### src/rtl/sync_rx_pkg.sv
package sync_rx_pkg;

    localparam int SYNC_W   = 8;
    localparam int WIN_W    = 2 * SYNC_W;
    localparam int CHAR_MAX = 8;
    localparam int LEN_W    = 2;
    localparam int LEN_MIN  = 5;
    localparam int CNT_W    = $clog2(CHAR_MAX + 1);
    localparam int FILL_W   = $clog2(WIN_W + 1);

    typedef enum logic [1:0] {
        ALIGN_SINGLE  = 2'd0,
        ALIGN_DOUBLE  = 2'd1,
        ALIGN_EXT     = 2'd2,
        ALIGN_EXT_ALT = 2'd3
    } align_mode_e;

    typedef enum logic {
        ST_HUNT = 1'b0,
        ST_DATA = 1'b1
    } rx_state_e;

    typedef struct packed {
        logic                single_hit;
        logic                double_hit;
        logic                ext_hit;
    } hit_t;

    typedef struct packed {
        logic                valid;
        logic [CHAR_MAX-1:0] data;
    } char_out_t;

    function automatic logic [CNT_W-1:0] char_bits(input logic [LEN_W-1:0] sel);
        return CNT_W'(LEN_MIN) + CNT_W'(sel);
    endfunction

    function automatic logic is_internal(input align_mode_e m);
        return (m == ALIGN_SINGLE) || (m == ALIGN_DOUBLE);
    endfunction

endpackage

### src/rtl/rx_shift_window.sv
module rx_shift_window
    import sync_rx_pkg::*;
(
    input  logic              clk,
    input  logic              rst,
    input  logic              en,
    input  logic              bit_in,
    output logic [WIN_W-1:0]  win_next,
    output logic [FILL_W-1:0] depth_next,
    output logic              prev_bit
);

    logic [WIN_W-1:0]  win_q;
    logic [FILL_W-1:0] fill_q;

    // newest bit enters at the top; oldest leaves at bit 0
    assign win_next   = {bit_in, win_q[WIN_W-1:1]};
    assign depth_next = !en ? '0 :
                        (fill_q == FILL_W'(WIN_W)) ? fill_q : fill_q + FILL_W'(1);

    always_ff @(posedge clk) begin
        if (rst) begin
            win_q    <= '0;
            fill_q   <= '0;
            prev_bit <= 1'b0;
        end else begin
            prev_bit <= bit_in;
            fill_q   <= depth_next;
            if (en) begin
                win_q <= win_next;
            end
        end
    end

    AST_FILL_BOUND: assert property (@(posedge clk) disable iff (rst)
        fill_q <= FILL_W'(WIN_W)) else $error("window fill overrun");

endmodule

### src/rtl/sync_matcher.sv
module sync_matcher
    import sync_rx_pkg::*;
(
    input  logic              clk,
    input  logic              rst,
    input  align_mode_e       mode,
    input  logic [WIN_W-1:0]  win_next,
    input  logic [FILL_W-1:0] depth_next,
    input  logic [SYNC_W-1:0] sync_a,
    input  logic [SYNC_W-1:0] sync_b,
    input  logic              sync_n_in,
    output hit_t              hits,
    output logic              found
);

    localparam int NSEG = WIN_W / SYNC_W;

    logic [NSEG-1:0] seg_eq;
    logic            sync_n_q;

    // segment 0 holds the older byte, the last segment the newest byte
    for (genvar g = 0; g < NSEG; g++) begin : g_seg
        logic [SYNC_W-1:0] ref_pat;
        assign ref_pat   = (g == NSEG - 1) ? sync_b : sync_a;
        assign seg_eq[g] = (win_next[g*SYNC_W +: SYNC_W] == ref_pat);
    end

    always_ff @(posedge clk) begin
        if (rst) begin
            sync_n_q <= 1'b1;
        end else begin
            sync_n_q <= sync_n_in;
        end
    end

    always_comb begin
        hits.single_hit = seg_eq[NSEG-1] && (depth_next >= FILL_W'(SYNC_W));
        hits.double_hit = (&seg_eq) && (depth_next >= FILL_W'(WIN_W));
        hits.ext_hit    = sync_n_q && !sync_n_in;
        unique case (mode)
            ALIGN_SINGLE: found = hits.single_hit;
            ALIGN_DOUBLE: found = hits.double_hit;
            default:      found = hits.ext_hit;
        endcase
    end

    AST_DOUBLE_IMPLIES_B: assert property (@(posedge clk) disable iff (rst)
        hits.double_hit |-> (win_next[WIN_W-1 -: SYNC_W] == sync_b)) else $error("double hit without second pattern");

endmodule

### src/rtl/hunt_ctrl.sv
module hunt_ctrl
    import sync_rx_pkg::*;
(
    input  logic        clk,
    input  logic        rst,
    input  logic        rx_en,
    input  logic        hunt_req,
    input  align_mode_e mode,
    input  logic        found,
    output rx_state_e   state,
    output logic        start,
    output logic        ext_start,
    output logic        active,
    output logic        sync_pulse
);

    assign start     = rx_en && !hunt_req && (state == ST_HUNT) && found;
    assign ext_start = start && !is_internal(mode);
    assign active    = rx_en && !hunt_req && (state == ST_DATA);

    always_ff @(posedge clk) begin
        if (rst) begin
            state      <= ST_HUNT;
            sync_pulse <= 1'b0;
        end else begin
            sync_pulse <= 1'b0;
            if (!rx_en || hunt_req) begin
                state <= ST_HUNT;
            end else if (start) begin
                state      <= ST_DATA;
                sync_pulse <= is_internal(mode);
            end
        end
    end

    AST_OFF_MEANS_HUNT: assert property (@(posedge clk) disable iff (rst)
        !rx_en |=> (state == ST_HUNT)) else $error("aligned while disabled");

    AST_REQ_MEANS_HUNT: assert property (@(posedge clk) disable iff (rst)
        hunt_req |=> (state == ST_HUNT)) else $error("hunt request ignored");

    AST_PULSE_SINGLE: assert property (@(posedge clk) disable iff (rst)
        sync_pulse |=> !sync_pulse) else $error("sync pulse too long");

    AST_PULSE_LEAVES_HUNT: assert property (@(posedge clk) disable iff (rst)
        sync_pulse |-> (state == ST_DATA)) else $error("sync pulse while hunting");

endmodule

### src/rtl/char_assembler.sv
module char_assembler
    import sync_rx_pkg::*;
(
    input  logic             clk,
    input  logic             rst,
    input  logic             start,
    input  logic             ext_start,
    input  logic             active,
    input  logic             bit_in,
    input  logic             prev_bit,
    input  logic [LEN_W-1:0] len_sel,
    output char_out_t        char_out
);

    logic [CHAR_MAX-1:0] shreg;
    logic [CNT_W-1:0]    cnt;
    logic [CNT_W-1:0]    nbits;
    logic [CNT_W-1:0]    pad;
    logic [CHAR_MAX-1:0] shreg_nxt;
    logic                last_bit;

    assign nbits     = char_bits(len_sel);
    assign pad       = CNT_W'(CHAR_MAX) - nbits;
    assign shreg_nxt = {bit_in, shreg[CHAR_MAX-1:1]};
    assign last_bit  = (cnt + CNT_W'(1)) >= nbits;

    always_ff @(posedge clk) begin
        if (rst) begin
            shreg    <= '0;
            cnt      <= '0;
            char_out <= '0;
        end else begin
            char_out.valid <= 1'b0;
            if (start) begin
                if (ext_start) begin
                    // bit before the strobe edge is bit 0, this edge's bit is bit 1
                    shreg <= {bit_in, prev_bit, shreg[CHAR_MAX-1:2]};
                    cnt   <= CNT_W'(2);
                end else begin
                    cnt <= '0;
                end
            end else if (active) begin
                if (last_bit) begin
                    char_out.valid <= 1'b1;
                    char_out.data  <= shreg_nxt >> pad;
                    cnt            <= '0;
                end else begin
                    shreg <= shreg_nxt;
                    cnt   <= cnt + CNT_W'(1);
                end
            end else begin
                cnt <= '0;
            end
        end
    end

    AST_VALID_ONE_CYCLE: assert property (@(posedge clk) disable iff (rst)
        char_out.valid |=> !char_out.valid) else $error("valid held two cycles");

    AST_VALID_NEEDS_ACTIVE: assert property (@(posedge clk) disable iff (rst)
        char_out.valid |-> $past(active)) else $error("character outside assembly");

endmodule

### src/rtl/sync_rx_hunter.sv
module sync_rx_hunter
    import sync_rx_pkg::*;
(
    input  logic              clk,
    input  logic              rst,
    input  logic              rx_bit,
    input  logic              rx_en,
    input  logic              hunt_req,
    input  logic [1:0]        align_mode,
    input  logic [LEN_W-1:0]  char_len,
    input  logic [SYNC_W-1:0] sync_a,
    input  logic [SYNC_W-1:0] sync_b,
    input  logic              sync_n_in,
    output logic              sync_out,
    output logic              sync_oe,
    output logic [CHAR_MAX-1:0] char_data,
    output logic              char_valid,
    output logic              hunting
);

    align_mode_e       mode;
    logic [WIN_W-1:0]  win_next;
    logic [FILL_W-1:0] depth_next;
    logic              prev_bit;
    hit_t              hits;
    logic              found;
    rx_state_e         state;
    logic              start;
    logic              ext_start;
    logic              active;
    logic              sync_pulse;
    char_out_t         char_out;

    assign mode = align_mode_e'(align_mode);

    rx_shift_window u_window (
        .clk        (clk),
        .rst        (rst),
        .en         (rx_en),
        .bit_in     (rx_bit),
        .win_next   (win_next),
        .depth_next (depth_next),
        .prev_bit   (prev_bit)
    );

    sync_matcher u_match (
        .clk        (clk),
        .rst        (rst),
        .mode       (mode),
        .win_next   (win_next),
        .depth_next (depth_next),
        .sync_a     (sync_a),
        .sync_b     (sync_b),
        .sync_n_in  (sync_n_in),
        .hits       (hits),
        .found      (found)
    );

    hunt_ctrl u_ctrl (
        .clk        (clk),
        .rst        (rst),
        .rx_en      (rx_en),
        .hunt_req   (hunt_req),
        .mode       (mode),
        .found      (found),
        .state      (state),
        .start      (start),
        .ext_start  (ext_start),
        .active     (active),
        .sync_pulse (sync_pulse)
    );

    char_assembler u_asm (
        .clk        (clk),
        .rst        (rst),
        .start      (start),
        .ext_start  (ext_start),
        .active     (active),
        .bit_in     (rx_bit),
        .prev_bit   (prev_bit),
        .len_sel    (char_len),
        .char_out   (char_out)
    );

    assign sync_oe    = is_internal(mode);
    assign sync_out   = sync_pulse;
    assign char_data  = char_out.data;
    assign char_valid = char_out.valid;
    assign hunting    = (state == ST_HUNT);

    AST_EXT_SILENT: assert property (@(posedge clk) disable iff (rst)
        sync_out |-> $past(sync_oe)) else $error("sync pulse in external mode");

    AST_PULSE_NOT_HUNTING: assert property (@(posedge clk) disable iff (rst)
        sync_out |-> !hunting) else $error("pulse while hunting");

    AST_NO_CHAR_WHILE_HUNT: assert property (@(posedge clk) disable iff (rst)
        (hunting && $past(hunting)) |-> !char_valid) else $error("character while hunting");

endmodule

### config.mk
export PLATFORM = sky130hd
export DESIGN_NAME = sync_rx_hunter
export DESIGN_NICKNAME = d
export VERILOG_FILES = /design/src/rtl/sync_rx_pkg.sv /design/src/rtl/rx_shift_window.sv /design/src/rtl/sync_matcher.sv /design/src/rtl/hunt_ctrl.sv /design/src/rtl/char_assembler.sv /design/src/rtl/sync_rx_hunter.sv
export SDC_FILE = /design/constraint.sdc
export NUM_CORES = 1
export LEC_CHECK = 0
export BUFFER_PORTS_ARGS = -buffer_cell sky130_fd_sc_hd__buf_2
export CORE_MARGIN = 2
export CORE_UTILIZATION = 55
export CTS_CLUSTER_DIAMETER = 100
export CTS_CLUSTER_SIZE = 8
export DETAILED_ROUTE_END_ITERATION = 8
export GPL_TIMING_DRIVEN = 0
export PLACE_DENSITY = 0.87
export SYNTH_ARGS = -nofsm -noshare
export SYNTH_HDL_FRONTEND = slang
export SYNTH_SLANG_ARGS = --single-unit
export TNS_END_PERCENT = 1
### constraint.sdc
create_clock -name clk -period 2.7 [get_ports clk]
set_input_delay 0.27 -clock clk [delete_from_list [all_inputs] [get_ports clk]]
set_output_delay 0.27 -clock clk [all_outputs]
set_load 0.005 [all_outputs]
Word-level counts from Yosys, hierarchy flattened
Cells that the tools add are included.
Widths: inputs -> output; s select.
{"block": "totals", "reg_bits": 46, "word_cells": 61, "input_bits": 26, "out_inout_bits": 12}
{"block": "classes", "reduce_logical": 22, "n_bitwise": 3, "muxes": 12, "n_addsub": 4, "n_shift": 1, "n_lt_le_gt_ge": 3, "n_eq_ne": 6}
{"cell": "$mux 8", "count": 4}
{"cell": "$eq 8x8->1", "count": 2}
{"cell": "$mux 4", "count": 3}
{"cell": "$mux 5", "count": 2}
{"cell": "$mux 9", "count": 1}
{"cell": "$logic_and 1x1->1", "count": 8}
{"cell": "$shr 8x4->8", "count": 1}
{"cell": "$reduce_and 3->1", "count": 2}
{"cell": "$reduce_or 3->1", "count": 2}
{"cell": "$add 5x1->5 const B", "count": 1}
{"cell": "$eq 5x5->1 const B", "count": 1}
{"cell": "$ge 5x4->1 const B", "count": 1}
{"cell": "$ge 5x5->1 const B", "count": 1}
{"cell": "$add 3x2->4 const A", "count": 1}
{"cell": "$add 4x1->4 const B", "count": 1}
{"cell": "$ge 4x4->1", "count": 1}
{"cell": "$logic_not 1->1", "count": 4}
{"cell": "$ne 2x2->1 const B", "count": 2}
{"cell": "$sub 4x4->4 const A", "count": 1}
{"cell": "$not 1->1", "count": 3}
{"cell": "$eq 2x1->1 const B", "count": 1}
{"cell": "$logic_not 2->1", "count": 1}
{"cell": "$logic_or 1x1->1", "count": 2}
{"cell": "$mux 2", "count": 1}
{"cell": "other kinds (4)", "count": 4}

Logic depth before layout (Yosys ltp)
{"block": "logic_depth", "ltp_word": 10, "depth_mapped": 9, "mapped_depth_nobuf": 8}

Cells and area by module
From an unflattened synthesis, not the netlist that was laid out.
{"block": "unflattened", "hier_cells": 259, "hier_area_um2": 2504.9}
{"mod": "char_assembler", "area_per_inst_um2": 1219.9, "seq_area_each_um2": 400.4, "instances": 1, "cells_per_inst": 127}
{"mod": "rx_shift_window", "area_per_inst_um2": 909.6, "seq_area_each_um2": 420.4, "instances": 1, "cells_per_inst": 88}
{"mod": "sync_matcher", "area_per_inst_um2": 272.8, "seq_area_each_um2": 20.0, "instances": 1, "cells_per_inst": 34}
{"mod": "hunt_ctrl", "area_per_inst_um2": 95.1, "seq_area_each_um2": 40.0, "instances": 1, "cells_per_inst": 8}
{"mod": "sync_rx_hunter", "area_per_inst_um2": 7.5, "seq_area_each_um2": 0.0, "instances": 1, "cells_per_inst": 2}

Least setup slack after synthesis
No wires, ideal clock.
{"block": "synth_path", "path_kind": "input to register", "start": "input char_len[0]", "end": "register u_asm.shreg[1]", "n_path_buf": 2, "path_slack_ps": 604, "setup_time_ps": 119, "t_arrival_ps": 1977, "stages": 8, "t_required_ps": 2581, "cell_sequence": "ha_1 buf_2 inv_1 ha_1 a2111oi_4 o21bai_2 buf_6 o221a_1"}
{"block": "synth_via", "elab_chain_len": 4}
{"item": "start, declared", "line": "sync_rx_hunter.sv:10", "text": "input logic [LEN_W-1:0] char_len,"}
{"item": "$add 3x2->4", "line": "sync_rx_pkg.sv:35", "text": "return CNT_W'(LEN_MIN) + CNT_W'(sel);"}
{"item": "$ge 4x4->1", "line": "char_assembler.sv:25", "text": "assign last_bit = (cnt + CNT_W'(1)) >= nbits;"}
{"item": "$ne 2x2->1 (no source line)"}
{"item": "$reduce_and 3->1 (no source line)"}
{"item": "end signal, assigned", "line": "char_assembler.sv:37", "text": "shreg <= {bit_in, prev_bit, shreg[CHAR_MAX-1:2]};"}
{"item": "end signal, assigned", "line": "char_assembler.sv:48", "text": "shreg <= shreg_nxt;"}
{"item": "end, declared", "line": "char_assembler.sv:15", "text": "logic [CHAR_MAX-1:0] shreg;"}
No other way between the ends.
A chain may end at the register's enable or synchronous reset.

Worst setup path after layout
{"block": "layout_path", "start": "register u_asm.cnt[0]", "end": "register u_asm.shreg[4]"}
{"block": "layout_via", "elab_chain_len": 4}
{"item": "start, declared", "line": "char_assembler.sv:16", "text": "logic [CNT_W-1:0] cnt;"}
{"item": "start signal, assigned", "line": "char_assembler.sv:49", "text": "cnt <= cnt + CNT_W'(1);"}
{"item": "$add 4x1->4", "line": "char_assembler.sv:25"}
{"item": "$ge 4x4->1", "line": "char_assembler.sv:25"}
{"item": "$ne 2x2->1 (no source line)"}
{"item": "$reduce_and 3->1 (no source line)"}
No other way between the ends.

==> out/summary.json <==
{
  "timing.critical_path.cells": {"value": "ha_1, ha_1, a2111oi_4, o21bai_2, buf_6, o221a_1"},
  "ir_drop": {"value": 0.411, "unit": "mV"},
  "wirelength_met1": {"value": 1840, "unit": "um"},
  "destination_of_the_worst_register_to_register_timing_path": {"value": "u_asm.shreg[4]"},
  "worst_setup_path_start_kind": {"value": "flip-flop"},
  "die-area": {"value": 4570, "unit": "sq um"},
  "initialDrtViolationCount": {"value": 39},
  "sinks_on_the_clock_net": {"value": 44},
  "synth.distinct_cells": {"value": 42},
  "setup_viol": {"value": 0},
  "cp_num_buf_inv": {"value": 1},
  "die_x": {"value": 67.6, "unit": "um"},
  "post-synth-top-count-cell": {"value": "dfxtp_1"},
  "timing.critical_path.max_delay_family": {"value": "compound AO/OA/AOI/OAI gates"},
  "drcViolationCount": {"value": 0},
  "detail-route-antenna-nets": {"value": 0},
  "share_of_flip_flops_with_an_asynchronous_set_or_reset": {"value": 0},
  "fin_crit_sh": {"value": 0.779},
  "signed_area_change_from_the_synthesized_netlist_to_the_final_layout": {"value": 15.7, "unit": "%"},
  "ys_seq_area_frac": {"value": 0.396},
  "routed_wl": {"value": 4070, "unit": "um"},
  "dr_total_vias": {"value": 1707},
  "cts.repair_timing.setup_buffer_count": {"value": 0},
  "critical_path.max_stage_delay": {"value": 0.43, "unit": "ns"},
  "netlist_instances": {"value": 217},
  "row_count": {"value": 23},
  "final_nets": {"value": 294},
  "initial_antenna_violation_count": {"value": 0},
  "number_of_placed_instances_with_taps_included": {"value": 303},
  "netlist.area_leader.share": {"value": 0.396},
  "dominantRegCellSynth": {"value": "dfxtp_1"},
  "fin_tns_setup": {"value": 0, "unit": "ns"},
  "worst_ep_arrival_time": {"value": 2.30, "unit": "ns"},
  "detailedRoute.firstPassIterationCount": {"value": 4},
  "detailroute.wirelength.met2": {"value": 1960, "unit": "um"},
  "highest-signal-layer": {"value": "met4"},
  "grt_util_all_layers": {"value": 0.208},
  "area_of_the_core": {"value": 3940, "unit": "sq um"},
  "hold_path_depth": {"value": 2},
  "tightestPinTransition": {"value": 0.471, "unit": "ns"},
  "synth_area_leader_cell": {"value": "dfxtp_1"},
  "grt_pass1_vias": {"value": 1662},
  "synth_edf_count": {"value": 0},
  "clk_root_buffer_cell": {"value": "clkbuf_8"},
  "cts.repair.resized": {"value": 0},
  "finalMaxSlewViolations": {"value": 0},
  "finalHoldViolCount": {"value": 0},
  "critical_path_class": {"value": "reg2reg"},
  "placement.cell_area": {"value": 2470, "unit": "sq um"},
  "worst_ep_required_time": {"value": 2.90, "unit": "ns"},
  "vias_per_cell": {"value": 5.49},
  "cts-root-to-sink-buffers": {"value": 2},
  "setup.worst_path.end_class": {"value": "flip-flop"},
  "crit_path_frequent_cell": {"value": "ha_1"},
  "dp_hpwl": {"value": 3100, "unit": "um"},
  "finish.instance_area": {"value": 2580, "unit": "sq um"},
  "ctsHoldBuffers": {"value": 0},
  "met3_wirelength": {"value": 197, "unit": "um"},
  "min_from": {"value": "hunt_req"},
  "wire_length_of_the_first_global_routing_pass": {"value": 7170, "unit": "um"},
  "max-slew-margin-rel": {"value": 0.686},
  "gp_congestion": {"value": 0.784},
  "timing.rr.start": {"value": "u_asm.cnt[0]"},
  "clkLatencyLatePin": {"value": 0.30, "unit": "ns"},
  "yosys-top-cells-area": {"value": "dfxtp_1 (40%), mux2i_1 (9.4%), xnor2_1 (6.7%)"},
  "tritoncts": {"value": "done"},
  "maxClockFrequency": {"value": 0.475, "unit": "GHz"},
  "portBuffers": {"value": 36},
  "yosys-top-cells-count": {"value": "dfxtp_1 (44), nor2_1 (27), mux2i_1 (21), xnor2_1 (17), inv_1 (10)"},
  "mappedNetlistArea": {"value": 2230, "unit": "sq um"},
  "layout_min_cycle_time": {"value": 2.10, "unit": "ns"},
  "critical_path_peak_fanout": {"value": 10},
  "end_point_of_the_worst_hold_path": {"value": "u_ctrl.state"},
  "antenna_diode_count": {"value": 0},
  "cts_inserted_buffers": {"value": 5},
  "detail_route.wl_per_cell": {"value": 13.1, "unit": "um"},
  "cts.clk_slew.worst_paths": {"value": 0.08, "unit": "ns"},
  "num_io_pins": {"value": 38},
  "fillers": {"value": 329},
  "multiInputGateArea": {"value": 1220, "unit": "sq um"},
  "outcome": {"value": "completed"},
  "pwr_density_cell": {"value": 502, "unit": "nW/um^2"},
  "cellLeakagePower": {"value": 1.06, "unit": "nW"},
  "synthesis.yosys.warnings": {"value": 0},
  "starting_density": {"value": 0.565},
  "ff_to_ff_path_depth": {"value": 6},
  "final_cells": {"value": 311},
  "ctsHtreeMaxLevel": {"value": 2},
  "maximum_number_of_pins_on_one_net_before_global_route_repair": {"value": 14},
  "drv_cap": {"value": 0},
  "gr-total-overflow": {"value": 0},
  "seq_area": {"value": 881, "unit": "sq um"},
  "rsz0062_at_grt": {"value": "no"},
  "crit_path_top_delay_cell": {"value": "a2111oi_4"},
  "post_synth.cell_area_avg": {"value": 10.3, "unit": "sq um"},
  "rrSetupSlack": {"value": 0.60, "unit": "ns"},
  "mappedNetlistNets": {"value": 251},
  "worst_clock_skew": {"value": 0.00580, "unit": "ns"},
  "die_h": {"value": 67.6, "unit": "um"},
  "synth-seq-cells": {"value": 44},
  "worstHoldPathType": {"value": "in2reg"},
  "layout-drive-gt1-share": {"value": 0.268}
}
## metal layers
metal	vias up	global-route usage
met4	0	0.0714
met2	40	0.368
li1	852	-
met5	-	0
met3	9	0.0567
met1	806	0.241
## placed cells by master, fill, tap and decap left out, drive strengths merged, types with 2 or more instances in the layout
master	count
dfxtp	44
buf	44
nor2	29
mux2i	21
xnor2	17
inv	11
a21oi	9
ha	8
clkbuf	8
nand3	7
mux4	5
nand4	5
xor2	4
nand2	4
o221a	4
nor4	4
nand2b	4
o21a	3
and3	3
o21ai	3
nor3	3
a211oi	2
o221ai	2
a31oi	2
nand3b	2
nor2b	2
or3	2
or2	2
## flip-flops by register name (all words and copies together) (netlist names)
signal	flops
u_window.win_q	15
u_window.prev_bit	1
u_match.sync_n_q	1
u_asm.cnt	4
u_asm.char_out	9
u_ctrl.state	1
u_ctrl.sync_pulse	1
u_asm.shreg	7
u_window.fill_q	5
## report_power, final
group / switching (W) / total [W] / internal (W)
Sequential: 0.00000803 / 0.000665 / 0.000657
Clock: 0.000228 / 0.000503 / 0.000275
Combinational: 0.0000629 / 0.000128 / 0.0000651
Total: 0.000299 / 0.00130 / 0.000996
## stage by stage
stage                     hold slack [ns]  worst slack [ns]  power (W)   util
after floorplan                     0.343             0.604   0.000768      -
after global placement              0.456             0.390   0.000806  0.626
after detailed placement            0.474             0.323   0.000809  0.626
after CTS                           0.144             0.602    0.00131  0.654
after global routing                0.149             0.438    0.00135  0.654
final                               0.166             0.596    0.00130  0.654
## how the worst max path moves through the flow
stage                 startpoint             end  slack (ns)  cells after the start
finish              u_asm.cnt[0]  u_asm.shreg[4]        0.60                      6
global route        u_asm.cnt[0]  u_asm.shreg[5]        0.44                      7
CTS                 u_asm.cnt[0]  u_asm.shreg[4]        0.60                      6
detailed placement   char_len[0]  u_asm.shreg[4]        0.32                      9
global placement     char_len[0]  u_asm.shreg[5]        0.39                     10
floorplan            char_len[0]  u_asm.shreg[1]        0.60                      8
## logic make-up after synthesis
family                     share of synthesized area
adders and majority gates                     0.0449
xor gates and xnor gates                      0.0826
DFF                                            0.396
muxes                                          0.145
buffers and inverters                         0.0551
and+or+nand+nor                                0.167
AOI/OAI and AO/OA                              0.110
## cell type report
| cell class | instances | share of cell area |
|---|---|---|
| buffer | 10 | 0.0316 |
| clock buffer | 6 | 0.0282 |
| clock inverter | 2 | 0.0136 |
| inverter | 11 | 0.0160 |
| multi-input combinational | 152 | 0.475 |
| sequential | 44 | 0.342 |
| tap | 50 | 0.0243 |
| timing repair buffer | 36 | 0.0699 |
## worst reg2reg max path: stages, from the launching register on
cell	delay, ns
dfxtp_1	0.36
ha_1	0.34
ha_1	0.34
a2111oi_4	0.43
o21bai_2	0.14
buf_6	0.15
o221a_1	0.24
Note: power is estimated with default switching activity, not from simulation.
